<file path="src/rtl/hb_pkg.sv">
package hb_pkg;
  localparam int CS_N  = 4;
  localparam int CS_IW = 2;

  typedef enum logic [1:0] {
    ST_IDLE = 2'd0,
    ST_ADDR = 2'd1,
    ST_PRE  = 2'd2,
    ST_STRB = 2'd3
  } hb_state_e;
endpackage

</file>
<file path="src/rtl/hb_cs_decode.sv">
module hb_cs_decode
  import hb_pkg::*;
#(
  parameter int ADDR_W = 28,
  parameter int NM_AW  = 20
) (
  input  logic [ADDR_W-1:0] addr,
  input  logic              mux,
  input  logic              fifo,
  input  logic [1:0]        mode,
  input  logic              active,
  output logic [CS_N-1:0]   cs_n
);
  logic [CS_IW-1:0] top2;
  logic [CS_IW-1:0] sel;

  assign top2 = mux ? addr[ADDR_W-1 -: CS_IW] : addr[NM_AW-1 -: CS_IW];

  always_comb begin
    if (fifo) begin
      sel = '0;
    end else begin
      case (mode)
        2'd0:    sel = '0;
        2'd1:    sel = {1'b0, top2[1]};
        default: sel = top2;
      endcase
    end
  end

  for (genvar i = 0; i < CS_N; i++) begin : g_cs
    assign cs_n[i] = !(active && (sel == CS_IW'(i)));
  end
endmodule

</file>
<file path="src/rtl/hb_wait_cnt.sv">
module hb_wait_cnt #(
  parameter int WS_W = 4
) (
  input  logic            clk,
  input  logic            rst_n,
  input  logic            load,
  input  logic [WS_W-1:0] load_val,
  input  logic            en,
  output logic            done
);
  logic [WS_W-1:0] cnt_q, cnt_d;

  always_comb begin
    cnt_d = cnt_q;
    if (load) begin
      cnt_d = load_val;
    end else if (en && (cnt_q != '0)) begin
      cnt_d = cnt_q - 1'b1;
    end
  end

  always_ff @(posedge clk or negedge rst_n) begin
    if (!rst_n) begin
      cnt_q <= '0;
    end else if (load || en) begin
      cnt_q <= cnt_d;
    end
  end

  assign done = (cnt_q == '0);
endmodule

</file>
<file path="src/rtl/hb_seq.sv">
module hb_seq
  import hb_pkg::*;
#(
  parameter int ADDR_W = 28,
  parameter int DATA_W = 16,
  parameter int LEN_W  = 4,
  parameter int WS_W   = 4
) (
  input  logic              clk,
  input  logic              rst_n,
  input  logic              cfg_wide,
  input  logic              cfg_mux,
  input  logic              cfg_ale,
  input  logic              cfg_fifo,
  input  logic [WS_W-1:0]   cfg_rd_ws,
  input  logic [WS_W-1:0]   cfg_wr_ws,
  input  logic              req_valid,
  input  logic              req_write,
  input  logic [ADDR_W-1:0] req_addr,
  input  logic [LEN_W-1:0]  req_len,
  input  logic [DATA_W-1:0] req_wdata,
  input  logic [DATA_W-1:0] ad_i,
  input  logic              rdy_i,
  input  logic              xf_empty,
  input  logic              xf_full,
  input  logic              ws_done,
  output hb_state_e         state,
  output logic [ADDR_W-1:0] addr,
  output logic              wr,
  output logic [DATA_W-1:0] wd,
  output logic              ws_load,
  output logic [WS_W-1:0]   ws_val,
  output logic              wdata_take,
  output logic              rsp_valid,
  output logic [DATA_W-1:0] rsp_data,
  output logic              rsp_last
);
  localparam logic [DATA_W-1:0] NARROW_MASK = DATA_W'(8'hFF);

  hb_state_e         state_q, state_d;
  logic [ADDR_W-1:0] addr_q, addr_d;
  logic [LEN_W-1:0]  left_q, left_d;
  logic              wr_q, wr_d;
  logic [DATA_W-1:0] wd_q, wd_d;
  logic              rv_q, rv_d;
  logic [DATA_W-1:0] rd_q, rd_d;
  logic              rl_q, rl_d;
  logic [DATA_W-1:0] lane_mask;
  logic              blocked;

  assign lane_mask = cfg_wide ? '1 : NARROW_MASK;
  assign blocked   = cfg_fifo && (wr_q ? xf_full : xf_empty);
  assign ws_val    = wr_q ? cfg_wr_ws : cfg_rd_ws;

  always_comb begin
    state_d    = state_q;
    addr_d     = addr_q;
    left_d     = left_q;
    wr_d       = wr_q;
    wd_d       = wd_q;
    rv_d       = 1'b0;
    rd_d       = rd_q;
    rl_d       = rl_q;
    ws_load    = 1'b0;
    wdata_take = 1'b0;
    case (state_q)
      ST_IDLE: begin
        if (req_valid) begin
          wr_d    = req_write;
          addr_d  = req_addr;
          left_d  = req_len;
          state_d = (!cfg_fifo && (cfg_mux || cfg_ale)) ? ST_ADDR : ST_PRE;
        end
      end
      ST_ADDR: state_d = ST_PRE;
      ST_PRE: begin
        if (!blocked) begin
          state_d    = ST_STRB;
          ws_load    = 1'b1;
          wdata_take = wr_q;
          if (wr_q) wd_d = req_wdata & lane_mask;
        end
      end
      ST_STRB: begin
        if (ws_done && rdy_i) begin
          if (!wr_q) begin
            rv_d = 1'b1;
            rd_d = ad_i & lane_mask;
            rl_d = (left_q == '0);
          end
          if (left_q == '0) begin
            state_d = ST_IDLE;
          end else begin
            left_d  = left_q - 1'b1;
            addr_d  = addr_q + 1'b1;
            state_d = ST_PRE;
          end
        end
      end
      default: state_d = ST_IDLE;
    endcase
  end

  always_ff @(posedge clk or negedge rst_n) begin
    if (!rst_n) begin
      state_q <= ST_IDLE;
      addr_q  <= '0;
      left_q  <= '0;
      wr_q    <= 1'b0;
      wd_q    <= '0;
      rv_q    <= 1'b0;
      rd_q    <= '0;
      rl_q    <= 1'b0;
    end else begin
      state_q <= state_d;
      addr_q  <= addr_d;
      left_q  <= left_d;
      wr_q    <= wr_d;
      wd_q    <= wd_d;
      rv_q    <= rv_d;
      rd_q    <= rd_d;
      rl_q    <= rl_d;
    end
  end

  assign state     = state_q;
  assign addr      = addr_q;
  assign wr        = wr_q;
  assign wd        = wd_q;
  assign rsp_valid = rv_q;
  assign rsp_data  = rd_q;
  assign rsp_last  = rl_q;
endmodule

</file>
<file path="src/rtl/hb_master.sv">
module hb_master
  import hb_pkg::*;
#(
  parameter int ADDR_W = 28,
  parameter int NM_AW  = 20,
  parameter int DATA_W = 16,
  parameter int LEN_W  = 4,
  parameter int WS_W   = 4
) (
  input  logic              clk,
  input  logic              rst_n,
  input  logic              cfg_wide,
  input  logic              cfg_mux,
  input  logic              cfg_ale,
  input  logic              cfg_fifo,
  input  logic [1:0]        cfg_csmode,
  input  logic [WS_W-1:0]   cfg_rd_ws,
  input  logic [WS_W-1:0]   cfg_wr_ws,
  input  logic              req_valid,
  output logic              req_ready,
  input  logic              req_write,
  input  logic [ADDR_W-1:0] req_addr,
  input  logic [LEN_W-1:0]  req_len,
  input  logic [DATA_W-1:0] req_wdata,
  output logic              wdata_take,
  output logic              rsp_valid,
  output logic [DATA_W-1:0] rsp_data,
  output logic              rsp_last,
  output logic [NM_AW-1:0]  addr_o,
  output logic [ADDR_W-1:0] ad_o,
  output logic              ad_oe,
  input  logic [DATA_W-1:0] ad_i,
  output logic              ale_o,
  output logic [CS_N-1:0]   cs_n_o,
  output logic              rd_n_o,
  output logic              wr_n_o,
  output logic [DATA_W/8-1:0] be_n_o,
  input  logic              rdy_i,
  input  logic              xf_empty,
  input  logic              xf_full
);
  localparam int BE_W  = DATA_W / 8;
  localparam int PAD_W = ADDR_W - DATA_W;

  logic [1:0]        sync_q;
  logic              core_rst_n;
  hb_state_e         state;
  logic [ADDR_W-1:0] addr;
  logic              wr;
  logic [DATA_W-1:0] wd;
  logic              ws_load;
  logic [WS_W-1:0]   ws_val;
  logic              ws_done;
  logic              busy;
  logic              strb;
  logic              wr_strb;

  always_ff @(posedge clk or negedge rst_n) begin
    if (!rst_n) begin
      sync_q <= 2'b00;
    end else begin
      sync_q <= {sync_q[0], 1'b1};
    end
  end
  assign core_rst_n = sync_q[1];

  hb_seq #(
    .ADDR_W(ADDR_W), .DATA_W(DATA_W), .LEN_W(LEN_W), .WS_W(WS_W)
  ) u_seq (
    .clk        (clk),
    .rst_n      (core_rst_n),
    .cfg_wide   (cfg_wide),
    .cfg_mux    (cfg_mux),
    .cfg_ale    (cfg_ale),
    .cfg_fifo   (cfg_fifo),
    .cfg_rd_ws  (cfg_rd_ws),
    .cfg_wr_ws  (cfg_wr_ws),
    .req_valid  (req_valid),
    .req_write  (req_write),
    .req_addr   (req_addr),
    .req_len    (req_len),
    .req_wdata  (req_wdata),
    .ad_i       (ad_i),
    .rdy_i      (rdy_i),
    .xf_empty   (xf_empty),
    .xf_full    (xf_full),
    .ws_done    (ws_done),
    .state      (state),
    .addr       (addr),
    .wr         (wr),
    .wd         (wd),
    .ws_load    (ws_load),
    .ws_val     (ws_val),
    .wdata_take (wdata_take),
    .rsp_valid  (rsp_valid),
    .rsp_data   (rsp_data),
    .rsp_last   (rsp_last)
  );

  assign strb = (state == ST_STRB);

  hb_wait_cnt #(.WS_W(WS_W)) u_wait (
    .clk      (clk),
    .rst_n    (core_rst_n),
    .load     (ws_load),
    .load_val (ws_val),
    .en       (strb),
    .done     (ws_done)
  );

  assign busy = (state != ST_IDLE);

  hb_cs_decode #(.ADDR_W(ADDR_W), .NM_AW(NM_AW)) u_cs (
    .addr   (addr),
    .mux    (cfg_mux),
    .fifo   (cfg_fifo),
    .mode   (cfg_csmode),
    .active (busy),
    .cs_n   (cs_n_o)
  );

  assign wr_strb   = strb && wr;
  assign req_ready = core_rst_n && !busy;
  assign ale_o     = (state == ST_ADDR);
  assign rd_n_o    = !(strb && !wr);
  assign wr_n_o    = !wr_strb;
  assign ad_oe     = ale_o || wr_strb;
  assign addr_o    = (busy && !cfg_fifo && !cfg_mux) ? addr[NM_AW-1:0] : '0;

  always_comb begin
    if (ale_o) begin
      ad_o = addr;
    end else if (wr_strb) begin
      ad_o = {{PAD_W{1'b0}}, wd};
    end else begin
      ad_o = '0;
    end
  end

  always_comb begin
    if (!busy) begin
      be_n_o = '1;
    end else if (cfg_wide) begin
      be_n_o = '0;
    end else begin
      be_n_o = {{(BE_W-1){1'b1}}, 1'b0};
    end
  end
endmodule

</file>
<file path="config.mk">
export PLATFORM = sky130hd
export DESIGN_NAME = hb_master
export DESIGN_NICKNAME = d
export VERILOG_FILES = /design/src/rtl/hb_pkg.sv /design/src/rtl/hb_cs_decode.sv /design/src/rtl/hb_wait_cnt.sv /design/src/rtl/hb_seq.sv /design/src/rtl/hb_master.sv
export SDC_FILE = /design/constraint.sdc
export NUM_CORES = 1
export LEC_CHECK = 0
export BUFFER_PORTS_ARGS = -buffer_cell sky130_fd_sc_hd__buf_4
export CAP_MARGIN = 30
export CORE_MARGIN = 4
export CORE_UTILIZATION = 45
export CTS_CLUSTER_SIZE = 8
export DETAILED_ROUTE_END_ITERATION = 8
export HOLD_SLACK_MARGIN = 0.02
export PLACE_DENSITY = 0.77
export SYNTH_ARGS = -nofsm -noshare
export SYNTH_HDL_FRONTEND = slang
export SYNTH_SLANG_ARGS = --single-unit
</file>
<file path="constraint.sdc">
create_clock -name clk -period 2.47 [get_ports clk]
set_input_delay 0.247 -clock clk [delete_from_list [all_inputs] [get_ports clk]]
set_output_delay 0.247 -clock clk [all_outputs]
set_load 0.02 [all_outputs]
</file>
==> impl_summary.txt <==
----------------------------------------------------
[STA]
  Hold Fails Final Rpt ... 0
  Shortest clock period the worst path allows after layout ... roughly 2300 ps
  Share of the clock period used by the worst path after layout ... 0.928
  TNS Setup ... 0 ps
  Worst hold margin ... 82.9 ps
  Max-slew headroom at the worst pin ... 0.460
  Final worst clock skew ... 13.5 ps
  Count of final max-slew check failures ... 0
  Setup repair after global routing missed its margin ... no
  Number of endpoints failing setup at the final stage ... 0
  Actual transition at the worst max-transition pin ... 809 ps
  Max Fclk ... 436 MHz

[Floorplanning]
  Die Span Y ... 106 um
  Core area ... 9280 um^2
  Top Ports ... around 160
  Die area ... about 11,000 um^2
  Site row count ... 35
  Horizontal extent of the die ... 106 um
  Initial core utilization ... 0.465

[Routing]
  Avg WL per Cell ... approximately 17 um
  Starting DRC count in detailed routing ... 174
  DR vias ... 4,369
  Antenna Violating Nets Remaining ... 0
  Aggregate routed wire length ... around 13,000 um
  First-pass DRT Iterations ... 5
  Vias/cell ... between 5 and 6
  Count of unresolved DRC violations after routing ... 0

[Synthesis]
  Fraction of the yosys area taken by sequential cells ... 0.434
  Cell Area, Synth ... 4320 um^2
  Number of warnings reported in the yosys synthesis log ... 0
  Netlist cell types ... 52
  EDFF count, synth ... 0
  Total nets after synthesis ... 596
  Mapped Cells ... around 500
  Primary FF master, synth ... dfrtp_1
  Post-synthesis async set-or-reset flop share ... 1.00
  Yosys reg bits ... 75
  Most used standard cells in the synthesized netlist ... 93 x nand2_1, 75 x dfrtp_1, 44 x a21oi_1, 41 x o21ai_0, 31 x and2_1
  Dominant cell type by area after synthesis ... dfrtp_1
  Cells taking the most area after synthesis ... dfrtp_1 43%, nand2_1 8.1%, a21oi_1 5.1%, o21ai_0 4.7%, and2_1 4.5%
  Post-Syn Area per Cell ... between 8 and 9 um^2
  Library cell with the highest instance count after synthesis ... nand2_1
  Proportion of netlist area held by the largest area contributor ... 0.434

[Critical path]
  WP data arrival ... approximately 2100 ps
  Reg2reg path depth ... 7
  Critical-path maximum fanout ... 25
  Startpoint of the lowest-slack register-to-register path ... u_wait.cnt_q[1]
  Launching element type of the critical path ... flop
  Endpoint of the worst register-to-register path ... u_seq.rsp_data[2]
  Crit end category ... primary output
  Required time worst endpoint ... ~2200 ps
  Kind of critical path ... flop to primary output
  R2R setup slack ... 230 ps

[GRT]
  Wire length of the first global-routing pass ... 21,500 um
  Largest net degree at the start of global routing ... 41
  Number of antenna violations at the first check in global routing ... 0
  Global-route usage over all layers ... 0.236
  Vias in the first global route ... around 4,300
  Total congestion overflow after global routing ... 0

[Final layout]
  Number of nets at the end of the flow ... 752
  Layout overhead on the synthesized area ... 37.2%
  Share of post-route cells with drive strength above 1 ... 0.332
  Antenna cells ... 0

[Power]
  Clock Power Share ... 0.189
  Worst IR Drop VDD ... 0.000555 V
  Sequential power share ... 0.406
  Cell internal pwr ... 3370 uW
  Power consumption ... 5700 uW
  Switching power total ... 2330 uW
  Power Dens Cells ... 961 nW/um^2
  Reported leakage power ... 0.00286 uW
  Combinational Power Share ... 0.405
  Switching part of the total ... 0.409

[Worst hold path]
  Min-Delay Endpoint ... u_seq.rsp_data[4]
  Worst Hold Path Cells ... 3
  Hold Path Origin ... ad_i[4]
  HP Class ... input pin to flop

[Placement]
  Detailed-placement wirelength estimate ... around 10,000 um
  Port buffer count ... between 150 and 200
  GP Congestion ... 0.826

[Clock network]
  Clock tree from TritonCTS ... built
  CTS root buf ... clkbuf_8
  Clock transition at the registers of the reported paths ... 80 ps
  CTS H-tree lvls ... 3
  Buffer levels on the longest clock path ... 2
  Cts bufs inserted ... 9
  Clock insertion delay at the later pin of the skew report ... between 300 and 400 ps
  Total number of clock tree sinks ... between 70 and 80

[Run status]
  Run status ... finished, final reports clean

[Flow run]
  Maximum capacitance violations ... 0

----------------------------------------------------
-- critical path, stage by stage (launching register included) --
cell      delay (ps)
dfrtp_1          400
mux2_4           330
a211oi_4         460
nand2_4          260
inv_1            100
buf_4            140
-- power by group through the flow --
stage	sequential [uW]	combinational, uW	clock [uW]
finish	2320	2310	1080
global route	2410	2560	1140
CTS	2300	2310	1090
detailed placement	2310	2300	0
global placement	2290	2230	0
floorplan	2250	1460	0
-- repair_timing --
| item | 4_1_cts | 5_1_grt |
|---|---|---|
| setup endpoints to repair | 0 | 1 |
| gates resized for setup | 0 | 1 |
| hold buffers | 1 | 0 |
| buffers inserted | 0 | 0 |
| hold endpoints to repair | 2 | 0 |
-- state kept, by name, indices dropped and copies added, names as in the netlist, 2 cells and up --
register	count
sync_q	2
u_seq.addr	28
u_seq.left_q	4
u_seq.rsp_data	16
u_seq.state	2
u_seq.wd	16
u_wait.cnt_q	4
-- kinds of logic after synthesis --
group	share of synthesized area
AOI/OAI and AO/OA	0.208
adders and majority gates	0.0116
muxes	0.0487
other	0.000868
DFF	0.434
and+or+nand+nor	0.242
buffers and inverters	0.0498
xor gates and xnor gates	0.00406
-- per-layer routing --
metal	vias to the layer above	GRT usage	routed length, um
met3	11	0.0826	1530
met4	0	0.0574	116
met5	-	0	0
met1	2048	0.297	5320
met2	207	0.392	6350
li1	2103	-	-
-- layout make-up --
type / instances / area, um^2
clock buffer: 9 / 124
clock inverter: 7 / 101
fill: 843 / 3350
inverter: 15 / 56.3
multi-input combinational: 382 / 2250
sequential: 75 / 1880
tap: 129 / 161
timing repair buffer: 180 / 1350
-- layout by cell type, fill, tap and decap left out, types with 12 or more instances in the layout --
cell type    n
o21ai_0     41
inv_1       14
o22ai_1     12
a22o_1      16
a21oi_1     44
nand2_1     93
nand3_1     22
dfrtp_1     74
nor2_1      22
buf_4      179
and2_1      31
-- per-stage QoR --
stage	instance area (um^2)	instances	util	setup slack, ps
6_report	5930	797	0.639	178
3_5_place_dp	5690	780	0.612	226
2_1_floorplan	4320	507	-	490
4_1_cts	5920	797	0.638	159
3_3_place_gp	5690	780	0.612	300
5_1_grt	5930	797	0.639	12.1
-- worst max-delay path by stage --
stage	start	to	slack, ps	cells past startpoint
2_1_floorplan	u_seq.left_q[0]	u_seq.addr[10]	490	8
6_report	u_seq.wr	wdata_take	180	5
3_3_place_gp	u_wait.cnt_q[0]	u_seq.addr[24]	300	8
5_1_grt	u_wait.cnt_q[0]	u_seq.rsp_data[3]	10	7
4_1_cts	u_seq.wr	wdata_take	160	5
3_5_place_dp	u_wait.cnt_q[0]	u_seq.addr[24]	230	8
Power figures use the tool's default switching activity.
